$ cat src/rtl/ptw_pkg.sv
package ptw_pkg;

    localparam int XLEN      = 64;
    localparam int PPN_LSB   = 10;
    localparam int FLAG_TBL  = 0;
    localparam int FLAG_LEAF = 1;
    localparam int PERM_LSB  = 2;
    localparam int PERM_W    = 6;

    typedef logic [XLEN-1:0] word_t;

    typedef enum logic [1:0] {
        ST_IDLE,
        ST_ISSUE,
        ST_WAIT,
        ST_DONE
    } ptw_state_e;

    typedef enum logic [1:0] {
        EV_FAULT,
        EV_NEXT,
        EV_LEAF
    } ptw_verdict_e;

    typedef struct packed {
        ptw_verdict_e verdict;
        word_t        pte;
        word_t        next_base;
    } ptw_eval_t;

    // Upper bits must replicate the top bit of the virtual-address field.
    function automatic logic is_canonical(word_t va, int unsigned va_bits);
        logic ok;
        ok = 1'b1;
        for (int i = 0; i < XLEN; i++) begin
            if (i >= int'(va_bits) && va[i] != va[va_bits-1]) ok = 1'b0;
        end
        return ok;
    endfunction

    function automatic word_t identity_leaf(word_t va, int unsigned pg_shift);
        word_t w;
        w = (va >> pg_shift) << PPN_LSB;
        w[FLAG_LEAF] = 1'b1;
        w[PERM_LSB +: PERM_W] = '1;
        return w;
    endfunction

endpackage

$ cat src/rtl/ptw_addr_gen.sv
module ptw_addr_gen
    import ptw_pkg::*;
#(
    parameter int LEVELS    = 3,
    parameter int IDX_BITS  = 10,
    parameter int PTE_BYTES = 8,
    parameter int PG_SHIFT  = 13,
    parameter int LVL_W     = 2
) (
    input  word_t             base,
    input  word_t             vaddr,
    input  logic [LVL_W-1:0]  level,
    output word_t             entry_addr
);

    localparam word_t IDX_MASK = (word_t'(1) << IDX_BITS) - word_t'(1);

    int unsigned lvl_shift;
    word_t       idx;

    always_comb begin
        lvl_shift  = (LEVELS - 1 - int'(level)) * IDX_BITS;
        idx        = (vaddr >> (PG_SHIFT + lvl_shift)) & IDX_MASK;
        entry_addr = base + idx * word_t'(PTE_BYTES);
    end

endmodule

$ cat src/rtl/ptw_leaf_eval.sv
module ptw_leaf_eval
    import ptw_pkg::*;
#(
    parameter int LEVELS   = 3,
    parameter int IDX_BITS = 10,
    parameter int PG_SHIFT = 13,
    parameter int LVL_W    = 2
) (
    input  word_t             pte,
    input  word_t             vaddr,
    input  word_t             mem_size,
    input  logic [LVL_W-1:0]  level,
    output ptw_eval_t         ev
);

    localparam word_t OFF_MASK = (word_t'(1) << PG_SHIFT) - word_t'(1);
    localparam logic [LVL_W-1:0] LAST_LVL = LVL_W'(LEVELS - 1);

    int unsigned lvl_shift;
    word_t       vpn;
    word_t       low_mask;
    word_t       merged;
    word_t       paddr;

    always_comb begin
        lvl_shift = (LEVELS - 1 - int'(level)) * IDX_BITS;
        vpn       = vaddr >> PG_SHIFT;
        low_mask  = (word_t'(1) << lvl_shift) - word_t'(1);
        merged    = pte | ((vpn & low_mask) << PPN_LSB);
        paddr     = ((merged >> PPN_LSB) << PG_SHIFT) + (vaddr & OFF_MASK);

        ev.pte       = '0;
        ev.next_base = (pte >> PPN_LSB) << PG_SHIFT;
        ev.verdict   = EV_FAULT;
        if (pte[FLAG_LEAF]) begin
            if (paddr < mem_size) begin
                ev.verdict = EV_LEAF;
                ev.pte     = merged;
            end
        end else if (pte[FLAG_TBL] && level != LAST_LVL) begin
            ev.verdict = EV_NEXT;
        end
    end

endmodule

$ cat src/rtl/ptw_walker.sv
module ptw_walker
    import ptw_pkg::*;
#(
    parameter int LEVELS    = 3,
    parameter int IDX_BITS  = 10,
    parameter int PTE_BYTES = 8,
    parameter int VA_BITS   = 43
) (
    input  logic        clk,
    input  logic        rst,
    input  logic        req_valid,
    input  logic [63:0] req_vaddr,
    input  logic        vm_en,
    input  logic [63:0] root_base,
    input  logic [63:0] mem_size,
    output logic        busy,
    output logic        rd_req_valid,
    output logic [63:0] rd_req_addr,
    input  logic        rd_resp_valid,
    input  logic [63:0] rd_resp_data,
    output logic        done,
    output logic [63:0] result_pte
);

    localparam int PG_SHIFT = VA_BITS - LEVELS * IDX_BITS;
    localparam int LVL_W    = (LEVELS > 1) ? $clog2(LEVELS) : 1;

    ptw_state_e       state_q;
    word_t            va_q;
    word_t            base_q;
    word_t            size_q;
    word_t            result_q;
    logic [LVL_W-1:0] level_q;
    ptw_eval_t        ev;

    ptw_addr_gen #(
        .LEVELS(LEVELS), .IDX_BITS(IDX_BITS), .PTE_BYTES(PTE_BYTES),
        .PG_SHIFT(PG_SHIFT), .LVL_W(LVL_W)
    ) addr_i (
        .base(base_q), .vaddr(va_q), .level(level_q), .entry_addr(rd_req_addr)
    );

    ptw_leaf_eval #(
        .LEVELS(LEVELS), .IDX_BITS(IDX_BITS), .PG_SHIFT(PG_SHIFT), .LVL_W(LVL_W)
    ) eval_i (
        .pte(rd_resp_data), .vaddr(va_q), .mem_size(size_q), .level(level_q), .ev(ev)
    );

    always_ff @(posedge clk) begin
        if (rst) begin
            state_q  <= ST_IDLE;
            va_q     <= '0;
            base_q   <= '0;
            size_q   <= '0;
            result_q <= '0;
            level_q  <= '0;
        end else begin
            unique case (state_q)
                ST_IDLE: begin
                    if (req_valid) begin
                        va_q    <= req_vaddr;
                        base_q  <= root_base;
                        size_q  <= mem_size;
                        level_q <= '0;
                        if (!is_canonical(req_vaddr, VA_BITS)) begin
                            result_q <= '0;
                            state_q  <= ST_DONE;
                        end else if (!vm_en) begin
                            result_q <= identity_leaf(req_vaddr, PG_SHIFT);
                            state_q  <= ST_DONE;
                        end else begin
                            state_q  <= ST_ISSUE;
                        end
                    end
                end
                ST_ISSUE: state_q <= ST_WAIT;
                ST_WAIT: begin
                    if (rd_resp_valid) begin
                        unique case (ev.verdict)
                            EV_NEXT: begin
                                base_q  <= ev.next_base;
                                level_q <= level_q + LVL_W'(1);
                                state_q <= ST_ISSUE;
                            end
                            EV_LEAF: begin
                                result_q <= ev.pte;
                                state_q  <= ST_DONE;
                            end
                            default: begin
                                result_q <= '0;
                                state_q  <= ST_DONE;
                            end
                        endcase
                    end
                end
                default: state_q <= ST_IDLE;
            endcase
        end
    end

    assign busy         = (state_q != ST_IDLE);
    assign rd_req_valid = (state_q == ST_ISSUE);
    assign done         = (state_q == ST_DONE);
    assign result_pte   = result_q;

endmodule

$ cat config.mk
export PLATFORM = sky130hd
export DESIGN_NAME = ptw_walker
export DESIGN_NICKNAME = d
export VERILOG_FILES = /design/src/rtl/ptw_pkg.sv /design/src/rtl/ptw_addr_gen.sv /design/src/rtl/ptw_leaf_eval.sv /design/src/rtl/ptw_walker.sv
export SDC_FILE = /design/constraint.sdc
export NUM_CORES = 1
export LEC_CHECK = 0
export BUFFER_PORTS_ARGS = -buffer_cell sky130_fd_sc_hd__buf_4
export CORE_UTILIZATION = 50
export DETAILED_ROUTE_END_ITERATION = 7
export MAX_ROUTING_LAYER = met4
export PLACE_DENSITY_LB_ADDON = 0.3
export SLEW_MARGIN = 25
export SYNTH_ARGS = -nofsm -noshare
export SYNTH_HDL_FRONTEND = slang
export SYNTH_HIERARCHICAL = 1
export SYNTH_SLANG_ARGS = --single-unit
$ cat constraint.sdc
create_clock -name clk -period 9.49 [get_ports clk]
set_input_delay 0.949 -clock clk [delete_from_list [all_inputs] [get_ports clk]]
set_output_delay 0.949 -clock clk [all_outputs]
set_load 0.05 [all_outputs]
==> results_dict.tcl, run 1 <==
set metrics [dict create \
    postPlaceCellArea_um2 19900 \
    period_minus_slack_ps 6950 \
    die_w_um 189 \
    cp.required_ps 8540 \
    initial_core_util_pct 51.4 \
    place_congestion 1.04 \
    avgSynthCellArea_um2 8.00 \
    grt_pass1_vias 16000 \
    grt_pass1_wl_um 90700 \
    critPathBufInv 3 \
    clk_pin_slew_ps 60 \
    crit_fanout 38 \
    cp_top_family "compound AO/OA/AOI/OAI gates" \
    syn_to_final_growth_pct 20.5 \
    pin_count 392 \
    utilization_pct 62.0 \
    via_per_inst 5.93 \
    cts.sinks 260 \
    h-tree-depth 1 \
    layout_setup_ws_ps 2540 \
    drv_cap 0 \
    crit_type "reg2out" \
    crit_path_max_incr_delay_ps 770 \
    ant_nets 0 \
    leakagePower_nw 8.62 \
    die_h_um 189 \
    antenna_found_initial 3 \
    yosysSeqAreaShare_pct 29.9 \
    synth_top_area_share_pct 29.9 \
    synth_top_area_cell "dfxtp_1" \
    register_area_um2 5210 \
    worst_setup_path_end_kind "output port" \
    period_share_pct 73.2 \
    numCtsBuffers 29 \
    mappedNetlistArea_um2 17400 \
    fmax_ghz 0.144 \
    outcome "finished, final reports clean" \
    async_flop_share_pct 0 \
    power_density_nw_per_um2 175 \
    hp-class "reg2reg" \
    synth-edff-count 0 \
    cp_slowest_cell "ha_2" \
    multiInputGateArea_um2 10600 \
    ys_types 83 \
    drive_gt1_share_pct 24.8 \
    rsz0062_at_grt "no" \
    place_ws_ps 3150 \
    synth_cells 2178 \
    core_um2 33900 \
    design_area_um2 21000 \
    drc 0 \
    clk_latency_ps 570 \
    dpl.hpwl_um 44700 \
    io_buffers 391 \
    fp-row-count 67 \
    finalNetCount 2742 \
    die_area_um2 35600 \
    ir_worst_vdd_uv 148 \
    slew_violations 0 \
    first_pass_iters 7 \
    fill_cells 3042 \
    cts_hold_buffers 0 \
    worst_pin_slew_ps 1050 \
    postCtsSetupBuffers 0 \
    arrival_ps 6000 \
    tritoncts "built" \
    vias 17100 \
    start_kind "register" \
    yosysWarnings 6 \
    ctsResizeCount 0 \
    clock_path_buffers 3 \
    overflow 0 \
    grt_max_degree 126 \
    power_mw 3.66 \
    synthTopCellsByArea "dfxtp_1 (30%), nand2_1 (10%), a21oi_1 (6.0%), mux4_2 (5.8%), ha_1 (5.6%)" \
    path_cells "inv_1, ha_2, buf_4, mux2i_1, a21oi_1, mux4_2, a221o_1, ha_1, a21o_1, a21oi_1, o21ai_2, o211ai_1, nor4_1, xor2_1, buf_4" \
    drt_iter0_drc 1627 \
    synth-main-ff-cell "dfxtp_1" \
    grt.total_usage_pct 33.1 \
    wl_um 59700 \
    r2r_slack_ps 3490 \
    wire_per_inst_um 20.8 \
    finClkSkew_ps 21.9 \
    setup_violations 0 \
    fin_tns_setup_ps 0 \
    cts_root_buf "clkbuf_16" \
    synth-seq-cells 260 \
    slew_headroom_pct 29.6 \
    hold_violations 0 \
]
## sequential cells by signal, summed over array words and instances (netlist names)
register    count
base_q         64
level_q         2
result_pte     64
size_q         64
state_q         2
va_q           64
## where the power goes
part / internal, mW / leakage, nW / switching, mW
combinational: 0.402 / 5.96 / 0.705
clock: 0.787 / 0.523 / 0.477
sequential: 1.19 / 2.14 / 0.102
## cells by family after synthesis
logic type	share of synthesized area, %
simple gates	22.0
compound gates	21.2
buf+inv	10.1
flops	29.9
mux	8.12
fa+ha+maj	5.72
xor+xnor	2.97
other cells	0.0215
## cell type report
class / count / share of cell area [%]
antenna: 4 / 0.0477
sequential: 260 / 24.8
timing repair buffer: 412 / 14.9
clock buffer: 36 / 3.82
tap: 448 / 2.67
inverter: 121 / 2.16
multi-input combinational: 1578 / 50.3
clock inverter: 16 / 1.28
## metrics by stage
stage	cells	hold WS (ps)
after floorplan	2190	431
after CTS	2870	455
final	2875	456
after global placement	2818	442
after global routing	2874	469
after detailed placement	2818	447
## worst min-delay path, delay by kind of cell (launching register included)
family	cells	cell delay (ps)
compound gates	1	50
flops	1	310
simple gates	1	50
## layer usage
| metal | up-vias | GRT usage [%] | share of wire (%) |
|---|---|---|---|
| li1 | 8052 | - | - |
| met1 | 8069 | 44.2 | 43 |
| met2 | 827 | 50.1 | 45 |
| met3 | 112 | 6.02 | 9.2 |
| met4 | 0 | 11.4 | 3.1 |
| met5 | - | - | 0 |
## cells in the final DEF, fill, tap and decap left out, types with 3 or more instances in the layout
cell       count
o21a_1         4
nand2_1      480
a21oi_1      208
nand2b_1       5
a211oi_2      10
a311oi_1      68
clkbuf_16     29
and2_1         4
conb_1        13
clkinv_2       5
o22ai_1       29
mux2i_1       31
nor3_1        24
a221oi_1       6
nor3b_1       53
nor3_2         6
mux4_2        45
nand4_4        3
bufinv_16      7
nand4_1       27
xnor2_1       18
o21ai_0       26
a2111oi_0     10
nor2_1       127
o211ai_1       3
mux2_2         8
buf_4        408
a21o_1        62
xor2_1        41
nor2b_1       15
a211oi_1      29
nor4_1        14
a221oi_2      29
nand3_1       38
inv_1        119
ha_1          77
clkbuf_8       6
and3_1         4
dfxtp_1      259
diode_2        4
## cell usage after synthesis, types with 29 or more instances
cell	n
a21o_1	62
nor2_1	128
mux2i_1	31
ha_1	78
nand2_1	481
inv_1	119
a211oi_1	29
o22ai_1	29
nor3b_1	54
xor2_1	41
mux4_2	45
buf_4	73
dfxtp_1	260
clkbuf_1	116
a311oi_1	68
a21oi_1	209
a221oi_2	29
nand3_1	38
## path summary, 6_finish.rpt
kind,cells past startpoint,start,to
worst max-delay path,15,level_q[0],rd_req_addr[38]
worst min-delay path,2,size_q[23],size_q[23]
worst max register to register,18,level_q[0],result_pte[29]
worst min register to register,2,size_q[23],size_q[23]
Power figures use the tool's default switching activity.
==> run 2, diff against run 1 <==
--- a/config.mk
+++ b/config.mk
@@ -5,6 +5,7 @@
 export SDC_FILE = /design/constraint.sdc
 export NUM_CORES = 1
 export LEC_CHECK = 0
+export ABC_AREA = 1
 export BUFFER_PORTS_ARGS = -buffer_cell sky130_fd_sc_hd__buf_4
 export CORE_UTILIZATION = 50
 export DETAILED_ROUTE_END_ITERATION = 7
==> constraint.sdc (replaced) <==
create_clock -name clk -period 6 [get_ports clk]
set_input_delay 0.6 -clock clk [delete_from_list [all_inputs] [get_ports clk]]
set_output_delay 0.6 -clock clk [all_outputs]
set_load 0.05 [all_outputs]
==> run 2 against run 1 <==
Net effect: final cell count increased by 34%; non-clock buffer count increased by 1; largest cell class unchanged; hold slack got worse by 230 ps; first-iteration DRC count increased by 32%; synthesized area increased by 7.6%; register-to-register slack got worse by 2300 ps; clock skew increased by 17 ps; critical path depth increased by 3; highest routed layer unchanged; worst setup slack got worse by 2000 ps.
==> results_dict.tcl, run 2 <==
set metrics [dict create \
    outcome "finished, final reports clean" \
    numCtsBuffers 30 \
    synth-main-ff-cell "dfxtp_1" \
    slew_violations 0 \
    power_density_nw_per_um2 352 \
    tritoncts "built" \
    internal-power_mw 4.21 \
    die_h_um 196 \
    cts_hold_buffers 0 \
    reg2regPathDepth 22 \
    grt_max_degree 102 \
    postPlaceCellArea_um2 21100 \
    final_common_cell "nand2_1" \
    period_share_pct 91.4 \
    pin_count 392 \
    yosys-top-cells-count "nand2_1 (794), nor2_1 (510), inv_1 (380)" \
    overflow 0 \
    synthTopCellsByArea "dfxtp_1 (28%), nand2_1 (16%), nor2_1 (10%), inv_1 (7.6%), o21ai_0 (6.3%)" \
    drc 0 \
    layout_common_cells "nand2_1 (794), nor2_1 (510), buf_4 (410), inv_1 (379), dfxtp_1 (259)" \
    ctsResizeCount 0 \
    period_minus_slack_ps 5480 \
    drt_iter0_drc 2140 \
    r2r_end "result_pte[17]" \
    initial_core_util_pct 51.0 \
    crit_path_frequent_cell "nand2_1" \
    cp_slowest_cell "ha_1" \
    synth_cells 3119 \
    first_pass_iters 7 \
    cts_root_buf "clkbuf_16" \
    synth-seq-cells 260 \
    wire_per_inst_um 18.2 \
    antenna_found_initial 3 \
    worst_setup_path_end_kind "output port" \
    critPathBufInv 5 \
    switching_share_pct 46.0 \
    clk_latency_ps 600 \
    finalNetCount 3690 \
    p_comb_share_pct 45.9 \
    clkPwrFrac_pct 24.4 \
    drv_cap 0 \
    place_congestion 1.02 \
    setup_violations 0 \
    ant_nets 0 \
    postCtsSetupBuffers 0 \
    cts.sinks 260 \
    path_depth 18 \
    leakagePower_nw 11.2 \
    core_um2 36800 \
    die_w_um 196 \
    yosysSeqAreaShare_pct 27.8 \
    yosysWarnings 6 \
    ys_types 46 \
    wl_um 70000 \
    dpl.hpwl_um 53800 \
    io_buffers 391 \
    hp-class "in2reg" \
    async_flop_share_pct 0 \
    crit_type "reg2out" \
    synth_top_area_cell "dfxtp_1" \
    start_kind "register" \
    syn_to_final_growth_pct 18.2 \
    grt_pass1_wl_um 107000 \
    crit_fanout 23 \
    cp_top_family "simple AND/OR/NAND/NOR gates" \
    fill_cells 3598 \
    slew_headroom_pct 42.6 \
    design_area_um2 22200 \
    clock_path_buffers 3 \
    synth-edff-count 0 \
    vias 20800 \
    fp-row-count 70 \
    avgSynthCellArea_um2 6.01 \
    hold_violations 0 \
    r2r-start "level_q[0]" \
    p_sw_mw 3.58 \
    h-tree-depth 1 \
    crit_start "level_q[1]" \
    mappedNetlistArea_um2 18700 \
    ir_worst_vdd_uv 276 \
    pwr-share-seq_pct 29.8 \
    synth_most_common_cell "nand2_1" \
    grt_pass1_vias 19200 \
    clk_pin_slew_ps 70 \
    grt.total_usage_pct 36.7 \
    drive_gt1_share_pct 15.7 \
    fin_tns_setup_ps 0 \
    arrival_ps 4880 \
    via_per_inst 5.41 \
    worst_pin_slew_ps 861 \
    die_area_um2 38300 \
    synth_top_area_share_pct 27.8 \
    fmax_ghz 0.182 \
    rsz0062_at_grt "no" \
    path_cells "inv_1, ha_1, inv_1, nor2_1, inv_1, nor2_1, nor3_1, nand2_1, nand2_1, ha_1, nand2_1, o21ai_0, inv_1, nand3_1, nand2_1, o21ai_0, nand2_1, buf_4" \
    r2r_slack_ps 1150 \
    finClkSkew_ps 38.4 \
    crit_end "rd_req_addr[45]" \
    crit_path_max_incr_delay_ps 480 \
    cp.required_ps 5400 \
]
run 2: stage by stage:
step           instances  hold slack (ps)  util, %  worst slack (ps)  power (mW)
2_1_floorplan       3131              464        -              1360        4.79
3_3_place_gp        3786              462     57.4              1240        5.80
3_5_place_dp        3786              473     57.4              1200        5.86
4_1_cts             3841              210     60.2               543        7.76
5_1_grt             3844              221     60.2              19.5        8.21
6_report            3844              226     60.2               518        7.79
run 2: final cells by class:
cell class	count	area [um2]	area share, %
clock inverters	13	135	0.610
clock buffers	42	886	4.00
inverters	397	1500	6.75
repair buffers	413	3140	14.2
multi-input cells	2248	10700	48.3
well taps	468	586	2.64
diodes	3	7.51	0.0339
flip-flops and latches	260	5210	23.5
run 2: cell families after synthesis:
group | Yosys count | share of synthesized area, %
other | 1 | 0.0200
AO/OA/AOI/OAI | 533 | 15.1
AND/OR/NAND/NOR | 1592 | 35.0
adder cells (fa/ha/maj) | 79 | 5.31
buffers and inverters | 623 | 15.4
flip-flops | 260 | 27.8
XOR/XNOR | 31 | 1.45
run 2: worst register-to-register path, delay by kind of cell (launching register included):
kind | cells | cell delay, ps
simple gates | 13 | 1930
compound gates | 2 | 410
fa+ha+maj | 2 | 780
buf+inv | 5 | 1270
flops | 1 | 360
run 2: power by group through the flow:
| stage | logic, mW | registers, mW | clock network (mW) |
|---|---|---|---|
| after floorplan | 2.32 | 2.48 | 0 |
| after global placement | 3.47 | 2.34 | 0 |
| after detailed placement | 3.52 | 2.34 | 0 |
| after CTS | 3.54 | 2.31 | 1.92 |
| after global routing | 3.88 | 2.34 | 1.99 |
| final | 3.58 | 2.32 | 1.90 |
run 2: metal layers:
layer	vias to the layer above	global-route usage, %	share of wire [%]
li1	10300	-	-
met1	9510	49.2	44
met2	929	57.1	45
met3	116	4.78	8.7
met4	0	11.6	3.1
met5	-	-	0
run 2: how the worst min path moves through the flow:
stage | cells past startpoint | startpoint | slack, ps | endpoint
2_1_floorplan | 2 | size_q[10] | 460 | size_q[10]
5_1_grt | 3 | mem_size[53] | 220 | size_q[53]
3_5_place_dp | 2 | result_pte[63] | 470 | result_pte[63]
4_1_cts | 3 | mem_size[49] | 210 | size_q[49]
3_3_place_gp | 2 | result_pte[8] | 460 | result_pte[8]
6_report | 3 | mem_size[12] | 230 | size_q[12]
